--- src/rtl/clkdiv_pkg.sv ---
package clkdiv_pkg;
  localparam int MAX_SHIFT = 8;
  localparam int SHIFT_W   = $clog2(MAX_SHIFT + 1);

  typedef struct packed {
    logic [SHIFT_W-1:0] shift;   // log2 of the wanted period
    logic               useLow;  // wanted period comes from the low-rate code
  } divTarget_t;
endpackage

--- src/rtl/clkdiv_ctrl.sv ---
module clkdiv_ctrl
  import clkdiv_pkg::*;
#(
  parameter int CODE_W = 3
) (
  input  logic              clk,
  input  logic              rstN,
  input  logic              wrEn,
  input  logic [2*CODE_W+1:0] wrData,
  input  logic              ctrlBusy,
  output divTarget_t        target,
  output logic              wrIgnored
);
  localparam logic [CODE_W-1:0] HI_RSVD = {CODE_W{1'b1}};
  localparam logic [CODE_W-1:0] LO_RSVD = {{(CODE_W-1){1'b1}}, 1'b0};
  localparam logic [CODE_W-1:0] LO_TOP  = {CODE_W{1'b1}};

  logic [CODE_W-1:0] hiCode, loCode;
  logic              srcSel, reqEn;

  logic [CODE_W-1:0] wrHi, wrLo;
  logic              hiBad, loBad;

  assign wrHi  = wrData[CODE_W-1:0];
  assign wrLo  = wrData[2*CODE_W-1:CODE_W];
  assign hiBad = (wrHi == HI_RSVD);
  assign loBad = (wrLo == LO_RSVD);

  always_ff @(posedge clk or negedge rstN) begin
    if (!rstN) begin
      hiCode    <= '0;
      loCode    <= '0;
      srcSel    <= 1'b0;
      reqEn     <= 1'b0;
      wrIgnored <= 1'b0;
    end else if (wrEn) begin
      if (!hiBad) hiCode <= wrHi;
      if (!loBad) loCode <= wrLo;
      srcSel    <= wrData[2*CODE_W];
      reqEn     <= wrData[2*CODE_W+1];
      wrIgnored <= hiBad | loBad;
    end
  end

  logic [SHIFT_W-1:0] hiShift, loShift;

  always_comb begin
    hiShift = SHIFT_W'(hiCode);
    if (loCode == LO_TOP) loShift = SHIFT_W'(MAX_SHIFT);
    else                  loShift = SHIFT_W'(loCode) + SHIFT_W'(1);
  end

  always_comb begin
    target.useLow = srcSel & ~(reqEn & ctrlBusy);
    target.shift  = target.useLow ? loShift : hiShift;
  end
endmodule

--- src/rtl/clkdiv_datapath.sv ---
module clkdiv_datapath
  import clkdiv_pkg::*;
(
  input  logic       clk,
  input  logic       rstN,
  input  divTarget_t target,
  output logic       clkEn,
  output logic       lowRateActive
);
  localparam int CNT_W = MAX_SHIFT;

  logic [CNT_W-1:0] cnt;
  logic [CNT_W:0]   periodFull;
  logic [CNT_W-1:0] reload;

  assign periodFull = (CNT_W+1)'(1) << target.shift;
  assign reload     = CNT_W'(periodFull - (CNT_W+1)'(1));
  assign clkEn      = (cnt == '0);

  always_ff @(posedge clk or negedge rstN) begin
    if (!rstN) begin
      cnt           <= '0;
      lowRateActive <= 1'b0;
    end else if (clkEn) begin
      cnt           <= reload;
      lowRateActive <= target.useLow;
    end else begin
      cnt <= cnt - CNT_W'(1);
    end
  end
endmodule

--- src/rtl/dual_rate_clkdiv.sv ---
module dual_rate_clkdiv
  import clkdiv_pkg::*;
(
  input  logic       clk,
  input  logic       rstN,
  input  logic       wrEn,
  input  logic [7:0] wrData,
  input  logic       ctrlBusy,
  output logic       clkEn,
  output logic       lowRateActive,
  output logic       wrIgnored
);
  divTarget_t target;

  clkdiv_ctrl #(.CODE_W(3)) u_ctrl (
    .clk(clk), .rstN(rstN), .wrEn(wrEn), .wrData(wrData),
    .ctrlBusy(ctrlBusy), .target(target), .wrIgnored(wrIgnored)
  );

  clkdiv_datapath u_dp (
    .clk(clk), .rstN(rstN), .target(target),
    .clkEn(clkEn), .lowRateActive(lowRateActive)
  );
endmodule

--- config.mk ---
export PLATFORM = sky130hd
export DESIGN_NAME = dual_rate_clkdiv
export DESIGN_NICKNAME = d
export VERILOG_FILES = /design/src/rtl/clkdiv_pkg.sv /design/src/rtl/clkdiv_ctrl.sv /design/src/rtl/clkdiv_datapath.sv /design/src/rtl/dual_rate_clkdiv.sv
export SDC_FILE = /design/constraint.sdc
export NUM_CORES = 1
export LEC_CHECK = 0
export ABC_AREA = 0
export BUFFER_PORTS_ARGS = -buffer_cell sky130_fd_sc_hd__clkbuf_2
export CORE_MARGIN = 3
export CORE_UTILIZATION = 40
export DETAILED_ROUTE_END_ITERATION = 6
export SLEW_MARGIN = 10
export SYNTH_ARGS = -nofsm -noshare
export SYNTH_HDL_FRONTEND = slang
export SYNTH_HIERARCHICAL = 1
export SYNTH_SLANG_ARGS = --single-unit
export TNS_END_PERCENT = 20
--- constraint.sdc ---
create_clock -name clk -period 2.6 [get_ports clk]
set_clock_uncertainty 0.15 [all_clocks]
set_input_delay 0.52 -clock clk [delete_from_list [all_inputs] [get_ports clk]]
set_output_delay 0.52 -clock clk [all_outputs]
set_load 0.05 [all_outputs]
==> key figures, run 1 <==
Power and ir drop
  – Worst ir drop on vdd: about 0.34 mV
  – Leakage: roughly 0.54 nW
  – Pwr Total: 0.616 mW
  – Sequential share of power: 0.497
  – Clock share of power: 0.278
  – Power density cells: ~510 nW/µm²
  – Int Pwr: 0.448 mW
  – Switching power total: 0.168 mW
  – Logic gate share of total power: 0.224
  – Net Sw Frac: 0.272

Routing
  – Iter 0 DRT Violations: 13
  – First-pass detailed-route iteration total: 4
  – DRC Markers: 0
  – Via density: 5.27
  – Routed Antenna Nets: 0
  – WL/cell: about 13 µm
  – Via count: 759
  – Detailed Route WL: 1930 µm

Timing
  – Slew Limit Headroom: 0.693
  – Hold_ws: 2.99 ps
  – Measured slew at the worst slew-check pin: about 460 ps
  – Setup_tns: 0 ps
  – Final setup viols: 0
  – Final hold violations: 0
  – Fmax: 403 MHz
  – Period utilization: 0.955
  – RSZ-0062 raised after global routing: true
  – Max-slew violations: 0
  – Min cycle time layout: 2480 ps

Synthesis
  – Mux contribution to synthesized area: 0.112
  – Largest family of logic cells by synthesized area: compound AO/OA/AOI/OAI gates
  – Synth Area in XOR/XNOR: 0.0175
  – Post-Synth Adder-Cell Area: 0.0376
  – Cell count after synthesis: 94
  – Number of distinct library cells after synthesis: 34
  – Sequential area share after synthesis: 0.451
  – Post-synthesis register bit count: 18
  – Syn Nets: between 100 and 150
  – Syn avg cell area: 10.6 µm²
  – Simple-Gate Fraction of Synth Area: 0.149
  – Mapped Area: 998 µm²
  – YS warnings: 6
  – Complex-gate fraction of the synthesized area: 0.189

Final layout
  – Most frequent cells in the layout: 18 x dfrtp_1, 13 x clkbuf_2, 9 x mux2_2
  – Ant. Diodes: 0
  – Layout Cells excl Fill: 144
  – Layout cells sized above 1: 0.397
  – Nets: 132
  – Area delta synth->final: 21.2%
  – Most common cell after layout, fill and taps aside: dfrtp_1
  – Cell area after layout: 1210 µm²

Clock network
  – CTS tree: yes
  – CTS Sinks: 18
  – Clock Pin Slew Worst Setup and Hold Paths: 110 ps
  – Max clock buf depth: 2
  – H-tree levels: 1
  – Worst-skew pair later-pin latency: about 290 ps
  – Number of post-CTS setup repair buffers: 0
  – Total CTS buffers: 3
  – Root buffer cell: clkbuf_4

Worst setup path
  – Cells along the critical path: ha_1 -> ha_1 -> mux2_2 -> nor3_4 -> nor3b_4 -> a31oi_1 -> ha_2 -> nand2b_4 -> a211oi_1 -> xnor2_1
  – Worst EP arrival: approximately 2500 ps
  – Crit Path Category: flip-flop to flip-flop
  – Top cell by count, worst path: ha_1
  – CP max stage delay: 410 ps
  – Startpoint types: flip-flop
  – Worst setup EP type: flip-flop
  – CP max stage cell: dfrtp_1
  – Critical Path RT: 2630 ps
  – Crit path max fanout: 3

Placement
  – I/O Buffers: 14
  – Routability Congestion: 0.754
  – DP Area: 1130 µm²
  – Placed cells: 140
  – Dpl hpwl: 1450 µm

Floorplan
  – DIE HEIGHT: around 56 µm
  – Core area: 2300 µm²
  – Die ar.: around 3100 µm²
  – Initial cell density of the core: 0.435
  – Io pins: 15
  – # rows: 17
  – Die width: 56.0 µm

Job
  – Max-cap violation count: 0

Min path
  – HP Class: input pin to asynchronous set/reset pin

Global routing
  – Initial antenna violation count: 0
  – Grt total ovfl: 0
  – Largest net degree at the start of global routing: 19
  – Vias in the first global route: roughly 780
  – First-pass GRT wire length: between 3000 and 4000 µm
  – GRT Util Overall: 0.141

Status
  – Outcome: completed
-- stage by stage --
step	setup WS (ps)	utilization
after floorplan	59.3	-
after global placement	127	0.494
after detailed placement	32.5	0.494
after CTS	77.9	0.515
after global routing	-6.89	0.527
final	118	0.527
-- per-layer routing --
metal | global-route usage | vias to the layer above | part of all wire
met5 | 0 | - | 0
met1 | 0.202 | 361 | 0.52
met3 | 0.0209 | 2 | 0.028
met4 | 0.0610 | 0 | 0.0093
met2 | 0.210 | 9 | 0.45
li1 | - | 387 | -
-- path summary, 6_finish.rpt --
| kind | from | to | slack (ps) | cells after the start |
|---|---|---|---|---|
| worst max-delay path | u_ctrl/loCode[0] | u_dp/cnt[4] | 120 | 10 |
| worst min-delay path | rstN | u_ctrl/loCode[0] | 3 | 1 |
| worst max register to register | u_ctrl/loCode[0] | u_dp/cnt[4] | 120 | 10 |
| worst min register to register | u_dp/cnt[0] | u_dp/cnt[0] | 300 | 1 |
| max in group asynchronous | rstN | u_dp/cnt[6] | 1970 | 1 |
| min in group clk | wrData[7] | u_ctrl/reqEn | 300 | 2 |
-- flip-flops by register name, indices dropped and copies added, names as in the netlist --
register / cells
u_dp/cnt: 8
u_dp/lowRateActive: 1
u_ctrl/wrIgnored: 1
u_ctrl/loCode: 3
u_ctrl/reqEn: 1
u_ctrl/hiCode: 3
u_ctrl/srcSel: 1
-- synth_stat cells (all sizes together) --
| library cell | number | area, µm² |
|---|---|---|
| a2111o | 1 | 11.3 |
| a211oi | 2 | 15.0 |
| a21boi | 4 | 41.3 |
| a21oi | 7 | 35.0 |
| a2bb2oi | 3 | 26.3 |
| a31oi | 4 | 25.0 |
| buf | 3 | 21.3 |
| dfrtp | 18 | 450 |
| ha | 3 | 37.5 |
| inv | 6 | 22.5 |
| mux2 | 9 | 101 |
| mux2i | 1 | 10.0 |
| nand2 | 3 | 11.3 |
| nand2b | 1 | 6.26 |
| nand3 | 1 | 5.00 |
| nand3b | 1 | 7.51 |
| nor2 | 8 | 30.0 |
| nor2b | 1 | 6.26 |
| nor3 | 3 | 20.0 |
| nor3b | 2 | 26.3 |
| nor4 | 1 | 6.26 |
| o21a | 2 | 15.0 |
| o21ai | 4 | 20.0 |
| or3 | 2 | 13.8 |
| or3b | 1 | 8.76 |
| or4 | 1 | 7.51 |
| xnor2 | 2 | 17.5 |
-- layout make-up --
| cell class | instances | area [µm²] |
|---|---|---|
| repair buffers | 21 | 125 |
| multi-input cells | 67 | 541 |
| flip-flops and latches | 18 | 450 |
| well taps | 28 | 35.0 |
| clock buffers | 4 | 36.3 |
| inverters | 6 | 22.5 |
| fillers | 217 | 1090 |
-- critical path, delay by kind of cell, from the launching register on --
family / cells / cell delay [ps]
adders and majority gates: 3 / 690
DFF: 1 / 410
and+or+nand+nor: 3 / 510
muxes: 1 / 300
AOI/OAI and AO/OA: 2 / 170
xor gates and xnor gates: 1 / 120
-- timing repair --
item	CTS	global route
pin swaps	0	2
endpoints found under the hold margin	0	0
gates cloned	0	0
gates resized for setup	3	7
hold buffers	0	0
endpoints found under the setup margin	2	3
-- power by group through the flow --
stage / registers, mW / logic (mW) / clock network [mW]
final: 0.306 / 0.138 / 0.171
after global placement: 0.311 / 0.128 / 0
after global routing: 0.308 / 0.152 / 0.194
after floorplan: 0.316 / 0.0753 / 0
after detailed placement: 0.312 / 0.129 / 0
after CTS: 0.306 / 0.131 / 0.181
-- logic make-up after synthesis --
kind of cell,count (synthesis)
AO/OA/AOI/OAI,27
XOR/XNOR,2
adder cells (fa/ha/maj),3
buffers and inverters,9
flip-flops,18
multiplexers,10
AND/OR/NAND/NOR,25
(Power assumes the default switching activity.)
==> run 2, diff against run 1 <==
--- a/config.mk
+++ b/config.mk
@@ -11,8 +11,8 @@
 export CORE_UTILIZATION = 40
 export DETAILED_ROUTE_END_ITERATION = 6
+export MAX_ROUTING_LAYER = met4
 export SLEW_MARGIN = 10
 export SYNTH_ARGS = -nofsm -noshare
 export SYNTH_HDL_FRONTEND = slang
-export SYNTH_HIERARCHICAL = 1
 export SYNTH_SLANG_ARGS = --single-unit
 export TNS_END_PERCENT = 20
==> constraint.sdc (replaced) <==
create_clock -name clk -period 2.6 [get_ports clk]
set_clock_uncertainty 0.15 [all_clocks]
set_input_delay 0.39 -clock clk [delete_from_list [all_inputs] [get_ports clk]]
set_output_delay 0.39 -clock clk [all_outputs]
set_load 0.05 [all_outputs]
==> run 2 against run 1 <==
  * Non-clock buffer count unchanged
  * Via count increased by 11%
  * Wire length increased by 13%
  * Critical path depth unchanged
  * Count of clock-buffer cells in the layout unchanged
  * Cell count increased by 7.6%
  * Sequential share of layout area decreased by 3.1 points
  * Global-route usage increased by 0.79 points
  * Largest power group unchanged
  * Area after synthesis increased by 10%
==> key figures, run 2 <==
Clock network
  – H-tree levels: 1
  – CTS Sinks: 18
  – Worst-skew pair later-pin latency: around 310 ps
  – Root buffer cell: clkbuf_4
  – Max clock buf depth: 2
  – CTS tree: yes
  – Clock Pin Slew Worst Setup and Hold Paths: 110 ps
  – Total CTS buffers: 3

Placement
  – Setup WS pre-CTS: 20.8 ps
  – Routability Congestion: 0.800
  – I/O Buffers: 14
  – Dpl hpwl: 1700 µm

Worst setup path
  – FF-to-FF End: u_dp.cnt[6]
  – Startpoint types: flip-flop
  – Worst setup EP type: flip-flop
  – Top cell by count, worst path: ha_4
  – Cell family with most CP delay: adder cells
  – Worst EP arrival: between 2000 and 3000 ps
  – Bufs and invs on worst path: 0
  – Crit Path Category: flip-flop to flip-flop
  – CP max stage delay: approximately 450 ps
  – R2R cell count: 10
  – CP max stage cell: dfrtp_1
  – R2r setup slk: between 150 and 200 ps
  – Critical Path RT: 2680 ps
  – Reg-to-Reg Start: u_ctrl.loCode[1]
  – Cells along the critical path: ha_4 -> ha_4 -> a311o_1 -> mux2i_4 -> and2_4 -> a21oi_4 -> ha_2 -> nand4b_4 -> nor4b_4 -> xnor2_1
  – Crit path max fanout: 4

Job
  – Max-cap violation count: 0

Global routing
  – Largest net degree at the start of global routing: 19
  – First-pass GRT wire length: 3730 µm
  – GRT Util Overall: 0.149
  – Initial antenna violation count: 0
  – Grt total ovfl: 0
  – Vias in the first global route: 836

Timing
  – Final hold violations: 0
  – Slew Limit Headroom: 0.697
  – Setup_tns: 0 ps
  – Measured slew at the worst slew-check pin: 455 ps
  – Final worst slack: 168 ps
  – Max-slew violations: 0
  – Min cycle time layout: 2430 ps
  – Fmax: 411 MHz
  – Final setup viols: 0
  – RSZ-0062 raised after global routing: false
  – Period utilization: 0.936

Power and ir drop
  – Leakage: 0.583 nW
  – Worst ir drop on vdd: 0.272 mV
  – Power density cells: around 490 nW/µm²

Synthesis
  – Synth top area share: 0.410
  – Most common cell in the netlist: dfrtp_1
  – Number of distinct library cells after synthesis: 39
  – Cell count after synthesis: roughly 100
  – Synth Flop Type: dfrtp_1
  – YS warnings: 0
  – Synth top cells by count: 18 x dfrtp_1, 17 x a21oi_1, 8 x nand2_1
  – Sequential area share after synthesis: 0.410
  – Cell taking the most area after synthesis: dfrtp_1
  – Syn Nets: 120
  – Area contributors post-synth: dfrtp_1 41%, a21oi_1 7.7%, ha_1 4.6%, mux2_2 4.1%, xor2_1 3.2%
  – Async S/R FF share, synth: 1.00
  – Number of flops mapped to enable cells by yosys: 0
  – Post-synthesis register bit count: 18
  – Syn avg cell area: 10.6 µm²
  – Mapped Area: approximately 1100 µm²

Final layout
  – Nets: 142
  – Most frequent cells in the layout: 18 x dfrtp_1, 15 x a21oi_1, 14 x clkbuf_2
  – Max reg flops: 8
  – Layout cells sized above 1: 0.344
  – Fillers: roughly 240
  – Most common cell after layout, fill and taps aside: dfrtp_1
  – Area delta synth->final: 20.0%
  – Ant. Diodes: 0
  – Top reg by flops: u_dp.cnt
  – Top flop regs: u_dp.cnt x8, u_ctrl.hiCode x3, u_ctrl.loCode x3

Routing
  – Routed Antenna Nets: 0
  – First-pass detailed-route iteration total: 4
  – Metal2 WL: roughly 1000 µm
  – WL met3: around 120 µm
  – DRC Markers: 0
  – Via count: 845
  – Via density: 5.45
  – WL/cell: 14.2 µm
  – Detailed Route WL: approximately 2200 µm
  – Max Used Layer: met4
  – Iter 0 DRT Violations: 11
  – Metal1 wirelength: 989 µm

Status
  – Outcome: completed

Min path
  – Hold path endpoint: u_ctrl.loCode[2]
  – HP Start: wrData[5]
  – HP Class: input pin to flip-flop
  – Hold Path Depth: 3

Floorplan
  – # rows: 18
  – Die ar.: 3410 µm²
  – Die width: 58.4 µm
  – Initial cell density of the core: 0.432
  – Io pins: 15
  – DIE HEIGHT: 58.4 µm
  – Core area: 2540 µm²
## run 2: cell types whose count changed after synthesis, moves of 3 or more
cell       delta
mux2_2        -5
a31oi_1       -3
xor2_1        +4
a2bb2oi_1     -3
nand2_1       +5
nor2_1        -5
a21oi_1      +10
## run 2: metrics by stage
stage | area [µm²] | util | hold slack [ps] | power, mW | cells
after floorplan | 1100 | - | -55.6 | 0.412 | 104
after global placement | 1210 | 0.474 | 213 | 0.450 | 148
after detailed placement | 1210 | 0.474 | 215 | 0.454 | 148
after CTS | 1260 | 0.494 | 140 | 0.635 | 153
after global routing | 1320 | 0.519 | 145 | 0.681 | 155
final | 1320 | 0.519 | 144 | 0.645 | 155
## run 2: worst max path at each step
stage / startpoint / end / depth (start not counted)
5_1_grt: u_ctrl.loCode[1] / u_dp.cnt[6] / 10
4_1_cts: u_ctrl.loCode[1] / u_dp.cnt[6] / 10
6_report: u_ctrl.loCode[1] / u_dp.cnt[6] / 10
2_1_floorplan: u_ctrl.loCode[0] / u_dp.cnt[6] / 10
3_5_place_dp: u_ctrl.loCode[1] / u_dp.cnt[6] / 10
3_3_place_gp: u_ctrl.loCode[1] / u_dp.cnt[6] / 10
## run 2: final cells by class
class | count | area (µm²) | share of cell area
Multi-Input combinational cell | 76 | 648 | 0.491
Sequential cell | 18 | 450 | 0.341
Timing Repair Buffer | 21 | 125 | 0.0948
Tap cell | 30 | 37.5 | 0.0284
Clock buffer | 4 | 36.3 | 0.0275
Inverter | 6 | 22.5 | 0.0171
## run 2: routing by layer
layer | track usage | vias to the layer above
li1 | - | 416
met1 | 0.190 | 403
met2 | 0.230 | 21
met3 | 0.0329 | 5
met4 | 0.0596 | 0
met5 | - | -
## run 2: repair_timing
action                     in CTS  in global routing
gates resized for setup         1                  9
pin swaps                       0                  5
hold buffers                    1                  0
gates cloned                    0                  0
setup endpoints to repair       1                  1
hold endpoints to repair       18                  0
setup buffers                   0                  2
## run 2: cells by family (layout without fill, tap and decap cells)
group / Yosys count / count (layout) / synth area share
compound gates: 28 / 28 / 0.179
xor+xnor: 6 / 6 / 0.0478
fa+ha+maj: 4 / 4 / 0.0455
buf+inv: 10 / 31 / 0.0478
flops: 18 / 18 / 0.410
mux: 7 / 7 / 0.0796
simple gates: 31 / 31 / 0.191
## run 2: tightest hold or removal path, cell delays in order
cell and delay [ps]:
clkbuf_2 80, inv_1 50, a21oi_1 60
## run 2: report_power, final
group	total, mW	switching [mW]	internal (mW)
registers	0.313	0.0184	0.294
logic	0.154	0.0834	0.0710
clock network	0.178	0.0927	0.0856
total	0.645	0.195	0.451
==> run 3, diff against run 2 <==
PLACE_DENSITY_LB_ADDON = 0.15   (was default)
clock period = 2.2 ns   (was 2.6 ns; I/O delays follow)
==> run 3 against run 2 <==
  * The run now ends with setup timing left
  * Utilization is 3.1 points higher
  * Cell count is 5.2% higher
  * Worst setup slack worse by 330 ps
  * Global-route usage is 0.50 points lower
  * Flip-flop and latch count stayed put
  * Wire length is 0.82% lower
  * Largest power group unchanged
==> key figures, run 3 (synthesis results as in run 2) <==
Placement
  – Routability Congestion: around 0.75
  – I/O Buffers: 14
  – Setup WS pre-CTS: -163 ps
  – Dpl hpwl: 1650 µm

Timing
  – Slew Limit Headroom: 0.671
  – Period utilization: 1.07
  – Min cycle time layout: 2360 ps
  – Fmax: about 420 MHz
  – Final setup viols: 5
  – RSZ-0062 raised after global routing: true
  – Setup_tns: -524 ps
  – Measured slew at the worst slew-check pin: 489 ps
  – Max-slew violations: 0
  – Final hold violations: 0
  – Final worst slack: -161 ps

Global routing
  – Grt total ovfl: 0
  – Initial antenna violation count: 0
  – GRT Util Overall: 0.144
  – First-pass GRT wire length: between 3000 and 4000 µm
  – Largest net degree at the start of global routing: 19
  – Vias in the first global route: approximately 860

Routing
  – Iter 0 DRT Violations: 4
  – Via density: 5.38
  – First-pass detailed-route iteration total: 4
  – Via count: 877
  – DRC Markers: 0
  – Routed Antenna Nets: 0
  – Detailed Route WL: 2180 µm
  – WL/cell: 13.3 µm

Clock network
  – Clock Pin Slew Worst Setup and Hold Paths: 110 ps
  – CTS Sinks: 18
  – CTS tree: yes
  – Total CTS buffers: 3
  – Worst-skew pair later-pin latency: approximately 300 ps
  – H-tree levels: 1
  – Root buffer cell: clkbuf_4
  – Max clock buf depth: 2

Final layout
  – Max reg flops: 8
  – Ant. Diodes: 0
  – Most common cell after layout, fill and taps aside: dfrtp_1
  – Most frequent cells in the layout: 18 x dfrtp_1, 15 x a21oi_1, 14 x buf_4
  – Top reg by flops: u_dp.cnt
  – Area delta synth->final: 27.3%
  – Layout cells sized above 1: 0.398
  – Fillers: approximately 240
  – Nets: 150
  – Top flop regs: u_dp.cnt x8, u_ctrl.hiCode x3, u_ctrl.loCode x3

Floorplan
  – Die width: 58.4 µm
  – DIE HEIGHT: 58.4 µm
  – # rows: 18
  – Io pins: 15
  – Initial cell density of the core: 0.432
  – Core area: ~2500 µm²
  – Die ar.: 3410 µm²

Worst setup path
  – Worst setup EP type: flip-flop
  – Top cell by count, worst path: ha_4
  – Cells along the critical path: ha_2 -> ha_4 -> a311o_1 -> mux2i_4 -> and2_4 -> a21oi_4 -> ha_4 -> nand4b_4 -> nor4b_4 -> xnor2_1
  – R2R cell count: 10
  – R2r setup slk: -160 ps
  – CP Capture Point: u_dp.cnt[6]
  – Worst EP arrival: 2430 ps
  – CP max stage cell: dfrtp_1
  – Crit Path Category: flip-flop to flip-flop
  – FF-to-FF End: u_dp.cnt[6]
  – Crit path max fanout: 2
  – Worst setup startpoint: u_ctrl.loCode[0]
  – Startpoint types: flip-flop
  – Reg-to-Reg Start: u_ctrl.loCode[0]
  – CP max stage delay: 410 ps
  – Critical Path RT: between 2000 and 2500 ps

Power and ir drop
  – Power density cells: around 550 nW/µm²
  – Leakage: 0.616 nW
  – Logic gate share of total power: 0.261
  – Net Sw Frac: 0.292
  – Clock share of power: 0.269
  – Int Pwr: 0.548 mW
  – Switching power total: 0.226 mW
  – Sequential share of power: 0.470
  – Worst ir drop on vdd: between 0.3 and 0.4 mV
  – Pwr Total: 0.774 mW

Job
  – Max-cap violation count: 0

Status
  – Outcome: finished with violations
  – Failing checks: setup timing

Min path
  – HP Class: input pin to flip-flop
run 3: how the worst min path moves through the flow:
| stage | startpoint | to | slack, ps | cells after the start |
|---|---|---|---|---|
| 6_report | wrData[5] | u_ctrl.loCode[2] | 100 | 3 |
| 5_1_grt | wrData[4] | u_ctrl.loCode[1] | 90 | 3 |
| 4_1_cts | wrData[5] | u_ctrl.loCode[2] | 90 | 3 |
| 3_5_place_dp | rstN | u_ctrl.reqEn | 160 | 1 |
| 3_3_place_gp | rstN | u_ctrl.reqEn | 150 | 1 |
| 2_1_floorplan | rstN | u_ctrl.hiCode[0] | -120 | 0 |
run 3: through the flow:
stage                     cell area, µm²  cells  hold slack [ps]  utilization
after floorplan                     1120    104             -116            -
after global placement              1290    156              154        0.507
after detailed placement            1290    156              156        0.507
after CTS                           1370    162             90.7        0.537
after global routing                1400    163             95.0        0.550
final                               1400    163             96.8        0.550
run 3: metal layers:
metal  routed length, µm  track usage  share of wire
met5                   0            -              0
met4                  17       0.0596         0.0078
met3                  61       0.0329          0.028
met2                1030        0.220           0.47
met1                1060        0.184           0.49
run 3: critical path, delay by kind of cell, from the launching register on:
kind	cells	cell delay, ps
adder cells (fa/ha/maj)	3	640
AND/OR/NAND/NOR	3	530
flip-flops	1	410
AO/OA/AOI/OAI	2	320
XOR/XNOR	1	140
multiplexers	1	90
run 3: power groups by stage:
stage,Sequential (mW),Combinational [mW],Clock (mW)
detailed placement,0.370,0.200,0
finish,0.364,0.202,0.208
CTS,0.363,0.204,0.215
floorplan,0.378,0.114,0
global placement,0.369,0.196,0
global route,0.365,0.223,0.230
run 3: cell type report:
type,instances,area (µm²),area share
clock buffer,4,36.3,0.0259
inverter,6,22.5,0.0161
multi-input combinational,76,666,0.475
sequential,18,450,0.322
tap,30,37.5,0.0268
timing repair buffer,29,188,0.134
run 3: repair_timing:
item,CTS,global route
endpoints found under the hold margin,18,0
pin swaps,7,5
setup endpoints to repair,6,7
hold buffers,1,0
gates resized for setup,4,5
setup buffers,1,1
